===== config.mk =====
export PLATFORM = sky130hd
export DESIGN_NAME = regmsg_top
export DESIGN_NICKNAME = d
export VERILOG_FILES = /design/src/rtl/regmsg_pkg.sv /design/src/rtl/regmsg_debounce.sv /design/src/rtl/regmsg_seq.sv /design/src/rtl/regmsg_regfile.sv /design/src/rtl/regmsg_reply.sv /design/src/rtl/regmsg_top.sv
export SDC_FILE = /design/constraint.sdc
export NUM_CORES = 1
export LEC_CHECK = 0
export BUFFER_PORTS_ARGS = -buffer_cell sky130_fd_sc_hd__buf_2
export CAP_MARGIN = 10
export CORE_ASPECT_RATIO = 0.5
export CORE_MARGIN = 2
export CORE_UTILIZATION = 35
export DETAILED_ROUTE_END_ITERATION = 8
export PLACE_DENSITY = 0.61
export SYNTH_ARGS = -nofsm -noshare
export SYNTH_HDL_FRONTEND = slang
export SYNTH_HIERARCHICAL = 1
export SYNTH_SLANG_ARGS = --single-unit
export TNS_END_PERCENT = 100

===== constraint.sdc =====
create_clock -name clk -period 4.08 [get_ports clk]
set_input_delay 0.816 -clock clk [delete_from_list [all_inputs] [get_ports clk]]
set_output_delay 0.816 -clock clk [all_outputs]
set_load 0.05 [all_outputs]

===== src/rtl/regmsg_pkg.sv =====
package regmsg_pkg;
  localparam int BYTE_W = 8;
  localparam int NIB_W  = 4;

  typedef enum logic [1:0] {
    ST_WAIT_IDLE = 2'd0,
    ST_ARMED     = 2'd1,
    ST_HAVE1     = 2'd2,
    ST_HAVE2     = 2'd3
  } seq_st_t;

  typedef struct packed {
    logic                is_wr;
    logic                is_rd;
    logic [NIB_W-1:0]    addr;
  } op_t;
endpackage


===== src/rtl/regmsg_debounce.sv =====
module regmsg_debounce #(
  parameter int W = 8
) (
  input  logic         clk,
  input  logic         rst_n,
  input  logic         frm_valid,
  input  logic         frm_idle,
  input  logic [W-1:0] frm_data,
  output logic         byte_acc
);
  logic [W-1:0] prev_q, prev_d;
  logic         ok_q, ok_d;
  logic         taken_q, taken_d;
  logic         same;

  always_comb begin
    same     = frm_valid && !frm_idle && ok_q && (frm_data == prev_q);
    byte_acc = same && !taken_q;
    prev_d   = prev_q;
    ok_d     = ok_q;
    taken_d  = taken_q;
    if (frm_valid) begin
      if (frm_idle) begin
        ok_d    = 1'b0;
        taken_d = 1'b0;
      end else begin
        prev_d  = frm_data;
        ok_d    = 1'b1;
        taken_d = same;
      end
    end
  end

  always_ff @(posedge clk or negedge rst_n) begin
    if (!rst_n) begin
      prev_q  <= '0;
      ok_q    <= 1'b0;
      taken_q <= 1'b0;
    end else begin
      prev_q  <= prev_d;
      ok_q    <= ok_d;
      taken_q <= taken_d;
    end
  end
endmodule


===== src/rtl/regmsg_seq.sv =====
module regmsg_seq
  import regmsg_pkg::*;
#(
  parameter int W = 8
) (
  input  logic         clk,
  input  logic         rst_n,
  input  logic         frm_valid,
  input  logic         frm_idle,
  input  logic [W-1:0] frm_data,
  input  logic         byte_acc,
  input  logic         reply_busy,
  output logic         commit,
  output logic [W-1:0] b1,
  output logic [W-1:0] b2,
  output seq_st_t      st
);
  seq_st_t      st_q, st_d;
  logic [W-1:0] b1_q, b1_d, b2_q, b2_d;
  logic         idle_frm;

  always_comb begin
    idle_frm = frm_valid && frm_idle;
    st_d     = st_q;
    b1_d     = b1_q;
    b2_d     = b2_q;
    commit   = 1'b0;
    unique case (st_q)
      ST_WAIT_IDLE: if (idle_frm && !reply_busy) st_d = ST_ARMED;
      ST_ARMED: if (byte_acc) begin
        b1_d = frm_data;
        st_d = ST_HAVE1;
      end
      ST_HAVE1: begin
        if (idle_frm) st_d = ST_ARMED;
        else if (byte_acc) begin
          b2_d = frm_data;
          st_d = ST_HAVE2;
        end
      end
      ST_HAVE2: begin
        if (idle_frm) begin
          commit = 1'b1;
          st_d   = ST_WAIT_IDLE;
        end else if (byte_acc) begin
          st_d = ST_WAIT_IDLE;
        end
      end
      default: st_d = ST_WAIT_IDLE;
    endcase
  end

  always_ff @(posedge clk or negedge rst_n) begin
    if (!rst_n) begin
      st_q <= ST_WAIT_IDLE;
      b1_q <= '0;
      b2_q <= '0;
    end else begin
      st_q <= st_d;
      b1_q <= b1_d;
      b2_q <= b2_d;
    end
  end

  assign b1 = b1_q;
  assign b2 = b2_q;
  assign st = st_q;
endmodule


===== src/rtl/regmsg_regfile.sv =====
module regmsg_regfile #(
  parameter int             NREG       = 7,
  parameter int             W          = 8,
  parameter logic [W-1:0]   REG0_VALUE = 8'h3C,
  localparam int            AW         = $clog2(NREG)
) (
  input  logic          clk,
  input  logic          rst_n,
  input  logic          we,
  input  logic [AW-1:0] waddr,
  input  logic [W-1:0]  wdata,
  input  logic [AW-1:0] raddr,
  output logic [W-1:0]  rdata
);
  logic [W-1:0] regs [NREG];

  assign regs[0] = REG0_VALUE;

  for (genvar g = 1; g < NREG; g++) begin : g_reg
    logic en;
    assign en = we && (waddr == AW'(g));
    always_ff @(posedge clk or negedge rst_n) begin
      if (!rst_n)  regs[g] <= '0;
      else if (en) regs[g] <= wdata;
    end
  end

  always_comb begin
    rdata = '0;
    for (int i = 0; i < NREG; i++)
      if (raddr == AW'(i)) rdata = regs[i];
  end
endmodule


===== src/rtl/regmsg_reply.sv =====
module regmsg_reply #(
  parameter int W = 8
) (
  input  logic         clk,
  input  logic         rst_n,
  input  logic         load,
  input  logic [W-1:0] ld_hdr,
  input  logic [W-1:0] ld_data,
  input  logic         mode_te,
  input  logic         busy_in,
  input  logic         rep_ready,
  output logic         rep_valid,
  output logic [W-1:0] rep_data,
  output logic         pending
);
  logic [1:0]   cnt_q, cnt_d;
  logic [W-1:0] hdr_q, hdr_d, dat_q, dat_d;
  logic [W-1:0] cur;

  always_comb begin
    cnt_d = cnt_q;
    hdr_d = hdr_q;
    dat_d = dat_q;
    if (load) begin
      cnt_d = 2'd2;
      hdr_d = ld_hdr;
      dat_d = ld_data;
    end else if (cnt_q != 2'd0 && rep_ready) begin
      cnt_d = cnt_q - 2'd1;
    end
    cur = (cnt_q == 2'd2) ? hdr_q : dat_q;
    if (mode_te) cur[3] = busy_in;
  end

  always_ff @(posedge clk or negedge rst_n) begin
    if (!rst_n) begin
      cnt_q <= 2'd0;
      hdr_q <= '0;
      dat_q <= '0;
    end else begin
      cnt_q <= cnt_d;
      hdr_q <= hdr_d;
      dat_q <= dat_d;
    end
  end

  assign rep_valid = (cnt_q != 2'd0);
  assign rep_data  = cur;
  assign pending   = rep_valid;
endmodule


===== src/rtl/regmsg_top.sv =====
module regmsg_top
  import regmsg_pkg::*;
#(
  parameter int                 NREG       = 7,
  parameter logic [BYTE_W-1:0]  REG0_VALUE = 8'h3C
) (
  input  logic              clk,
  input  logic              rst_n,
  input  logic              frm_valid,
  input  logic              frm_idle,
  input  logic [BYTE_W-1:0] frm_data,
  input  logic              mode_te,
  input  logic              busy_in,
  output logic              rep_valid,
  output logic [BYTE_W-1:0] rep_data,
  input  logic              rep_ready,
  output logic              wr_ack
);
  localparam int AW = $clog2(NREG);

  logic [1:0]        rst_sync;
  logic              rst_i;
  logic              byte_acc, commit, reply_busy, ack_q, ack_d;
  logic [BYTE_W-1:0] b1, b2, rdata, hdr;
  seq_st_t           seq_st;
  op_t               op;

  always_ff @(posedge clk or negedge rst_n) begin
    if (!rst_n) rst_sync <= 2'b00;
    else        rst_sync <= {rst_sync[0], 1'b1};
  end
  assign rst_i = rst_sync[1];

  regmsg_debounce #(.W(BYTE_W)) u_deb (
    .clk(clk), .rst_n(rst_i), .frm_valid(frm_valid), .frm_idle(frm_idle),
    .frm_data(frm_data), .byte_acc(byte_acc));

  regmsg_seq #(.W(BYTE_W)) u_seq (
    .clk(clk), .rst_n(rst_i), .frm_valid(frm_valid), .frm_idle(frm_idle),
    .frm_data(frm_data), .byte_acc(byte_acc), .reply_busy(reply_busy),
    .commit(commit), .b1(b1), .b2(b2), .st(seq_st));

  always_comb begin
    op.is_wr = (b1[NIB_W-1:0] != '0) && (int'(b1[NIB_W-1:0]) < NREG);
    op.is_rd = (b1[NIB_W-1:0] == '0) && (int'(b2[NIB_W-1:0]) < NREG);
    op.addr  = op.is_rd ? b2[NIB_W-1:0] : b1[NIB_W-1:0];
    hdr      = '0;
    hdr[AW-1:0] = op.addr[AW-1:0];
    ack_d    = commit && op.is_wr;
  end

  regmsg_regfile #(.NREG(NREG), .W(BYTE_W), .REG0_VALUE(REG0_VALUE)) u_rf (
    .clk(clk), .rst_n(rst_i), .we(commit && op.is_wr), .waddr(op.addr[AW-1:0]),
    .wdata(b2), .raddr(op.addr[AW-1:0]), .rdata(rdata));

  regmsg_reply #(.W(BYTE_W)) u_rep (
    .clk(clk), .rst_n(rst_i), .load(commit && op.is_rd), .ld_hdr(hdr),
    .ld_data(rdata), .mode_te(mode_te), .busy_in(busy_in),
    .rep_ready(rep_ready), .rep_valid(rep_valid), .rep_data(rep_data),
    .pending(reply_busy));

  always_ff @(posedge clk or negedge rst_i) begin
    if (!rst_i) ack_q <= 1'b0;
    else        ack_q <= ack_d;
  end
  assign wr_ack = ack_q;
endmodule


### Word level (Yosys, flattened, before mapping)

Index checks and enable logic that the tools add are counted.

| cells by class | value |
|---|---|
| add/sub/neg operators | 1 |
| multiply operators | 0 |
| div/mod/pow operators | 0 |
| $lt $le $gt $ge | 2 |
| equality and inequality tests | 15 |
| shifts and indexed selects | 0 |
| muxes and demuxes | 23 |
| bitwise gates (word level) | 2 |
| reductions and logical operators | 30 |

Operators with widths:

| kind | count |
|---|---|
| two-way mux 8 bit | 7 |
| logical AND 1 bit | 17 |
| two-way mux 2 bit | 8 |
| == test 3 bit (second input constant) | 3 |
| == test 8 bit | 1 |
| < comparator 4 x 3 -> 1 bit (second input constant) | 2 |
| one-hot mux 2 bit (4 select lines) | 1 |
| == test 2 bit (second input constant) | 3 |
| == test 3 x 2 -> 1 bit (second input constant) | 2 |
| two-way mux 6 bit | 1 |
| != test 3 x 2 -> 1 bit (second input constant) | 2 |
| two-way mux 1 bit | 5 |
| zero test 4 bit | 1 |
| AND reduction 2 bit | 2 |
| AND reduction 4 bit | 1 |
| nonzero test 2 bit | 2 |
| nonzero test 4 bit | 1 |
| == test 3 x 1 -> 1 bit (second input constant) | 1 |
| zero test 1 bit | 3 |
| zero test 3 bit | 1 |
| two-way mux 3 bit | 1 |
| AND reduction 3 bit | 1 |
| == test 2 x 1 -> 1 bit (second input constant) | 1 |
| zero test 2 bit | 1 |
| other kinds (4) | 5 |

| storage, ports and cells | value |
|---|---|
| register bits after elaboration | 88 |
| latch bits | 0 |
| bits in writable memories | 0 |
| ROM bits | 0 |
| input port bits | 15 |
| output and inout port bits | 10 |
| word-level logic and storage cells | 90 |
| memories kept | 0 |

### Logic depth before layout (Yosys ltp)

Gate-level depths: netlist (run 1).

| depth | value |
|---|---|
| depth after elaboration | 11 |
| depth in mapped cells | 8 |
| depth with buffers taken out | 6 |

### Modules after synthesis

Netlist (run 1), hierarchy kept.

Modules (own cells, without submodules):

| module | instances | cells an instance | area each (um^2) | seq. area each (um^2) |
|---|---|---|---|---|
| regmsg_regfile | 1 | 178 | 2,303.5 | 1,201.2 |
| regmsg_reply | 1 | 58 | 870.8 | 450.4 |
| regmsg_seq | 1 | 47 | 718.2 | 450.4 |
| regmsg_debounce | 1 | 36 | 491.7 | 250.2 |
| regmsg_top | 1 | 20 | 185.2 | 75.1 |

### Worst setup path after synthesis (run 1)

OpenSTA, ideal clock, no wires.

| path | value |
|---|---|
| path type | register to output |
| from | register u_rep.cnt_q[0] |
| to | output port rep_data[3] |
| data arrival time | 1,925 ps |
| required time | 3,264 ps |
| setup slack | 1,339 ps |
| cell stages (with the launch flop) | 6 |
| path through | dfrtp_1 > inv_1 > ha_1 > buf_2 > mux2i_1 > o21ai_0 |

| on the way | value |
|---|---|
| cells in the longest elaborated chain, start to end | 3 |

RTL lines:

| what | line | source |
|---|---|---|
| start, declared | regmsg_reply.sv:16 | `logic [1:0] cnt_q, cnt_d;` |
| start signal, assigned | regmsg_reply.sv:41 | `cnt_q <= cnt_d;` |
| == test 2 bit | regmsg_reply.sv:31 | `cur = (cnt_q == 2'd2) ? hdr_q : dat_q;` |
| two-way mux 8 bit | regmsg_reply.sv:31 |  |
| two-way mux 1 bit | regmsg_reply.sv:32 | `if (mode_te) cur[3] = busy_in;` |
| end, declared | regmsg_top.sv:15 | `output logic [BYTE_W-1:0] rep_data,` |

Every way passes these cells.

### Worst setup path in the final report (run 1)

| path | value |
|---|---|
| from | register u_seq.b2_q[3] (netlist: u_seq/b2[3]) |
| to | register u_rf/regs[32] (netlist name) |

| on the way | value |
|---|---|
| cells in the longest elaborated chain, start to end | 5 |

RTL lines:

| what | line | source |
|---|---|---|
| start, declared | regmsg_seq.sv:19 | `logic [W-1:0] b1_q, b1_d, b2_q, b2_d;` |
| start signal, assigned | regmsg_seq.sv:57 | `b2_q <= '0;` |
| start signal, assigned | regmsg_seq.sv:61 | `b2_q <= b2_d;` |
| < comparator 4 x 3 -> 1 bit | regmsg_top.sv:45 | `op.is_rd = (b1[NIB_W-1:0] == '0) && (int'(b2[NIB_W-1:0]) < NREG);` |
| logical AND 1 bit | regmsg_top.sv:45 |  |
| two-way mux 3 bit | regmsg_top.sv:46 | `op.addr = op.is_rd ? b2[NIB_W-1:0] : b1[NIB_W-1:0];` |
| named net hdr[1] | regmsg_top.sv:24 | `logic [BYTE_W-1:0] b1, b2, rdata, hdr;` |
| == test 3 x 2 -> 1 bit | regmsg_regfile.sv:21 | `assign en = we && (waddr == AW'(g));` |
| logical AND 1 bit | regmsg_regfile.sv:21 |  |
| end signal, assigned by index | regmsg_regfile.sv:24 | `else if (en) regs[g] <= wdata;` |
| end, declared | regmsg_regfile.sv:15 | `logic [W-1:0] regs [NREG];` |

The timed path passes the listed nets, and every way through them passes these cells.
A chain may end at the register's enable or synchronous reset.

==> results of run 1 <==
-- power groups by stage --
stage	sequential, mW	clock (mW)	combinational (mW)
floorplan	1.00	0	0.147
global placement	1.00	0	0.192
detailed placement	1.01	0	0.193
CTS	0.989	0.911	0.193
global route	0.994	0.960	0.210
finish	0.988	0.887	0.188
-- cells in the final DEF (no fill, tap or decap), types with 5 or more instances in the layout --
cell       count
a21oi_1        5
clkbuf_16      9
mux2_1         5
inv_1         12
xnor2_1        9
nand2_1       22
nand3_1        7
mux2_2        82
nor2b_1        5
buf_2         24
mux2_4         8
o21ai_0        5
conb_1         6
a31oi_1        6
nand2b_1       5
dfrtp_1       92
-- critical path, stage by stage, from the launching register on --
cell and delay (ns):
dfrtp_1 0.48, nor3_2 0.30, a41o_1 0.73, buf_4 0.32, and4bb_1 0.54, mux2_2 0.39
-- registers in the layout, indices dropped and copies added, names as in the netlist, 2 cells and up --
register and count:
rst_sync 2, u_seq/b1 4, u_rep/hdr_q 8, u_seq/b2 8, u_seq/st 2, u_rf/regs 48
u_deb/prev_q 8, u_rep/cnt_q 2, u_rep/dat_q 8
-- per-layer routing --
layer,share of wire [%],vias to the layer above
li1,-,1241
met1,52,1350
met2,42,52
met3,4.3,14
met4,1.6,0
met5,0,-
-- worst max-delay path by stage --
stage                         end  slack (ns)  cells past startpoint   startpoint
floorplan              u_deb/ok_q        1.30                      0  rst_sync[1]
global placement      u_seq/b2[5]        1.25                      7     frm_idle
detailed placement  u_rf/regs[32]        1.19                      5  u_seq/b2[3]
CTS                 u_rf/regs[32]        1.20                      5  u_seq/b2[3]
global route        u_rf/regs[32]        0.97                      5  u_seq/b2[3]
finish              u_rf/regs[32]        1.20                      5  u_seq/b2[3]
-- metrics by stage --
step | instances | utilization, %
final | 527 | 41.3
after global routing | 527 | 41.3
after CTS | 527 | 41.3
after detailed placement | 511 | 38.7
after global placement | 511 | 38.7
after floorplan | 335 | -
-- final cells by class --
type	instances	area, um^2	share of cell area (%)
inverter	12	45.0	0.902
multi-input combinational	214	1950	39.1
timing repair buffer	27	143	2.86
clock buffer	9	225	4.51
tap	165	206	4.14
sequential	93	2330	46.7
clock inverter	7	88.8	1.78
==> reports/metrics.yaml, run 1 <==
rsz0062_at_grt: "no"
finalSetupViolCount: 0
p_switching_mw: 0.498
cp-start-kind: "register"
min_path_type: "in2async"
antennaDiodeCount: 0
swShare_pct: 24.1
use_met2_pct: 19.1
regToRegEndpoint: "u_rf/regs[32]"
syn_area_per_cell_um2: 13.4
vias: 2657
via_per_inst: 5.04
dr.pass1.iters: 4
grt_overflow: 0
cts_resized: 0
grt_usage_pct: 14.0
r2r_slack_ns: 1.20
antenna_found_initial: 0
drv_cap: 0
dpl_cell_area_um2: 4680
clockBufferDepth: 2
grt_pass1_wl_um: 14600
timing_worst_setup_path_type: "reg2reg"
p_per_area_nw_per_um2: 413
routed_wl_um: 8640
p_leak_nw: 2.47
whs_ns: 0.240
fin_crit_ns: 2.88
cp.required_ns: 4.31
globalRouteMet1Util_pct: 20.8
post-cts-setup-buffer-count: 0
io_pins: 25
use_met3_pct: 4.22
cts_hold_buf: 0
fin_crit_sh_pct: 70.5
coreArea_um2: 12100
portBuffers: 24
gp_congestion: 0.725
path_max_fanout: 21
n_fill_cell: 1148
r2r_cells: 5
status: "completed"
die_area_um2: 13600
htreeDepth: 3
globalRoute.busiestLayer: "met1"
fin_skew_ns: 0.00696
yosys_warnings: 6
p_int_mw: 1.57
worstPathArrival_ns: 3.11
die_h_um: 83.5
grt_max_degree: 57
routedWlPerCell_um: 16.4
nets: 374
syn_to_final_growth_pct: 12.8
worstSkewPairLatency_ns: 0.35
clk_pin_slew_worst_paths_ns: 0.06
maxSlewViolCount: 0
slew_headroom_pct: 35.0
clkPwrFrac_pct: 43.0
cts_sinks: 93
postRouteAntennaNets: 0
mappedNetlistArea_um2: 4420
route.detailed.drc: 0
r2r-start: "u_seq/b2[3]"
grt_pass1_vias: 2714
worst_pin_slew_ns: 0.975
die_w_um: 163
clockRootBuffer: "clkbuf_16"
worst_slack_ns: 1.20
power_mw: 2.06
place_ws_ns: 1.19
stdcell_area_um2: 4990
syn_inst: 331
drive_above_1_share_pct: 40.9
cts_tree: "yes"
rows: 28
ir_drop_uv: 247
first_iter_violations: 149
clock.fmax_ghz: 0.348
end_kind: "register"
hpwlAfterDp_um: 5740
cts_buffers: 9
initial_utilization_pct: 36.6
fin_setup_tns_ns: 0
finalHoldViolCount: 0
seqPwrFrac_pct: 47.9
p_comb_share_pct: 9.1
Note: power is estimated with default switching activity, not from simulation.
==> inputs of run 2 (changes only) <==
Clock period 4.08 ns to 2.75 ns, I/O delays scaled along.
==> reports/metrics.yaml, run 2 (same netlist as run 1, synthesis figures left out) <==
stdcell_area_um2: 5140  # +2.9%
io_pins: 25  # unchanged
worstPathArrival_ns: 1.83  # -1.28 ns
finalHoldViolCount: 0  # unchanged
vias: 2659  # +0.075%
die_w_um: 163  # unchanged
rsz0062_at_grt: "no"
maxSlewViolCount: 0  # unchanged
fin_crit_ns: 2.38
layout_commonest_cell: "dfrtp_1"
worst_pin_slew_ns: 0.668  # -0.307 ns
critical_path.cell_chain: "inv_1 > ha_1 > mux2_2 > buf_2"
setup.worst_path.start: "u_rep/cnt_q[0]"
cts_sinks: 93  # unchanged
end_kind: "output port"
clock.fmax_ghz: 0.421
hp-start: "rst_sync[0]"
dpl_cell_area_um2: 4790  # +2.3%
gp_congestion: 0.766  # +5.7%
initial_utilization_pct: 36.6  # unchanged
multiInputGateArea_um2: 1950  # unchanged
post-cts-setup-buffer-count: 0  # unchanged
portBuffers: 24  # unchanged
hpwlAfterDp_um: 6090  # +6.0%
r2r-start: "u_seq/b1[2]"
postRouteAntennaNets: 0  # unchanged
clockBufferDepth: 2  # unchanged
fin_setup_tns_ns: 0  # unchanged
first_iter_violations: 92  # -38%
route.detailed.drc: 0  # unchanged
rows: 28  # unchanged
grt_pass1_wl_um: 14800  # +0.99%
dpl.cell_count: 522  # +2.2%
seq_area_um2: 2330  # unchanged
clockRootBuffer: "clkbuf_16"
cp-start-kind: "register"
antennaDiodeCount: 0  # unchanged
antenna_found_initial: 0  # unchanged
worstSkewPairLatency_ns: 0.34  # about the same
fin_skew_ns: 0.00487  # -0.00209 ns
cts_resized: 0  # unchanged
largest-register: "u_rf/regs"
min_path_type: "reg2reg"
nets: 386  # +3.2%
max_stage_delay_ns: 0.41  # -0.32 ns
routed_wl_um: 8780  # +1.7%
cts_buffers: 9  # unchanged
status: "completed"
dr.pass1.iters: 4  # unchanged
grt_overflow: 0  # unchanged
coreArea_um2: 12100  # unchanged
routedWlPerCell_um: 16.3  # -0.56%
stdcell_count: 539  # +2.3%
fin_crit_sh_pct: 86.4
finalSetupViolCount: 0  # unchanged
grt_max_degree: 52  # -8.8%
p_leak_nw: 2.54  # +3.0%
die_h_um: 83.5  # unchanged
cts_hold_buf: 1  # +1
cpMaxStageDelayCell: "ha_1"
ir_drop_uv: 316  # +28%
via_per_inst: 4.93  # -2.2%
drive_above_1_share_pct: 42.2  # +1.4 points
drv_cap: 0  # unchanged
slew_headroom_pct: 55.5  # +20 points
path_max_fanout: 8  # -62%
htreeDepth: 3  # unchanged
p_per_area_nw_per_um2: 614  # +49%
cts_tree: "yes"
syn_to_final_growth_pct: 16.1
n_fill_cell: 1136  # -1.0%
die_area_um2: 13600  # unchanged
final_cell_mix: "dfrtp_1, mux2_2, buf_2"
clk_pin_slew_worst_paths_ns: 0.06  # about the same
largest_reg_flops: 48  # unchanged
grt_pass1_vias: 2712  # -0.074%
cp.required_ns: 2.20  # -2.11 ns
timing_worst_setup_path_type: "reg2out"
grt_usage_pct: 14.1  # +0.13 points
[run 2: changes by cell type in the layout (fill, tap and decap cells not counted), sizes merged]
cell | before | now
buf | 27 | 38
clkinv | 4 | 2
bufinv | 2 | 3
clkbuf | 9 | 10
clkinvlp | 0 | 1
dlygate4sd3 | 0 | 1
inv | 13 | 12
[run 2: worst paths after layout]
check	slack, ns	endpoint	depth (start not counted)
min in group asynchronous	0.38	u_rf/regs[6]	0
hold reg to reg	0.35	rst_sync[1]	0
max in group asynchronous	1.72	wr_ack	1
hold / removal	0.35	rst_sync[1]	0
setup reg to reg	0.43	u_rep/dat_q[6]	7
setup / recovery	0.37	rep_data[2]	4
[run 2: where the power goes]
| group | internal (mW) | total, mW | switching (mW) |
|---|---|---|---|
| Sequential | 1.41 | 1.47 | 0.0516 |
| Combinational | 0.120 | 0.288 | 0.168 |
| Clock | 0.888 | 1.40 | 0.514 |
| Total | 2.42 | 3.16 | 0.734 |
[run 2: worst max-delay path, delay by kind of cell, from the launching register on]
kind	cells	cell delay, ns
flops	1	0.36
fa+ha+maj	1	0.41
mux	1	0.40
buf+inv	2	0.31
[run 2: cell type report]
class	count	area share [%]
clock buffers	10	4.46
flip-flops and latches	93	45.4
multi-input cells	214	38.0
well taps	165	4.02
repair buffers	39	5.07
clock inverters	6	2.17
inverters	12	0.877
[run 2: layer usage]
| layer | part of all wire (%) | wire [um] | vias to the layer above | GRT usage (%) |
|---|---|---|---|---|
| met5 | 0 | 0 | - | 0 |
| met4 | 1.3 | 116 | 0 | 4.34 |
| met3 | 2.7 | 236 | 8 | 3.97 |
| met2 | 43 | 3740 | 38 | 19.8 |
| met1 | 53 | 4690 | 1342 | 21.0 |
| li1 | - | - | 1271 | - |
[run 2: through the flow]
step / utilization, % / total power [mW] / setup slack, ns / hold slack (ns)
2_1_floorplan: - / 1.71 / 0.275 / 0.254
3_3_place_gp: 39.6 / 1.78 / 0.356 / 0.335
3_5_place_dp: 39.6 / 1.78 / 0.296 / 0.337
4_1_cts: 42.5 / 3.21 / 0.310 / 0.355
5_1_grt: 42.5 / 3.30 / 0.184 / 0.368
6_report: 42.5 / 3.16 / 0.373 / 0.351
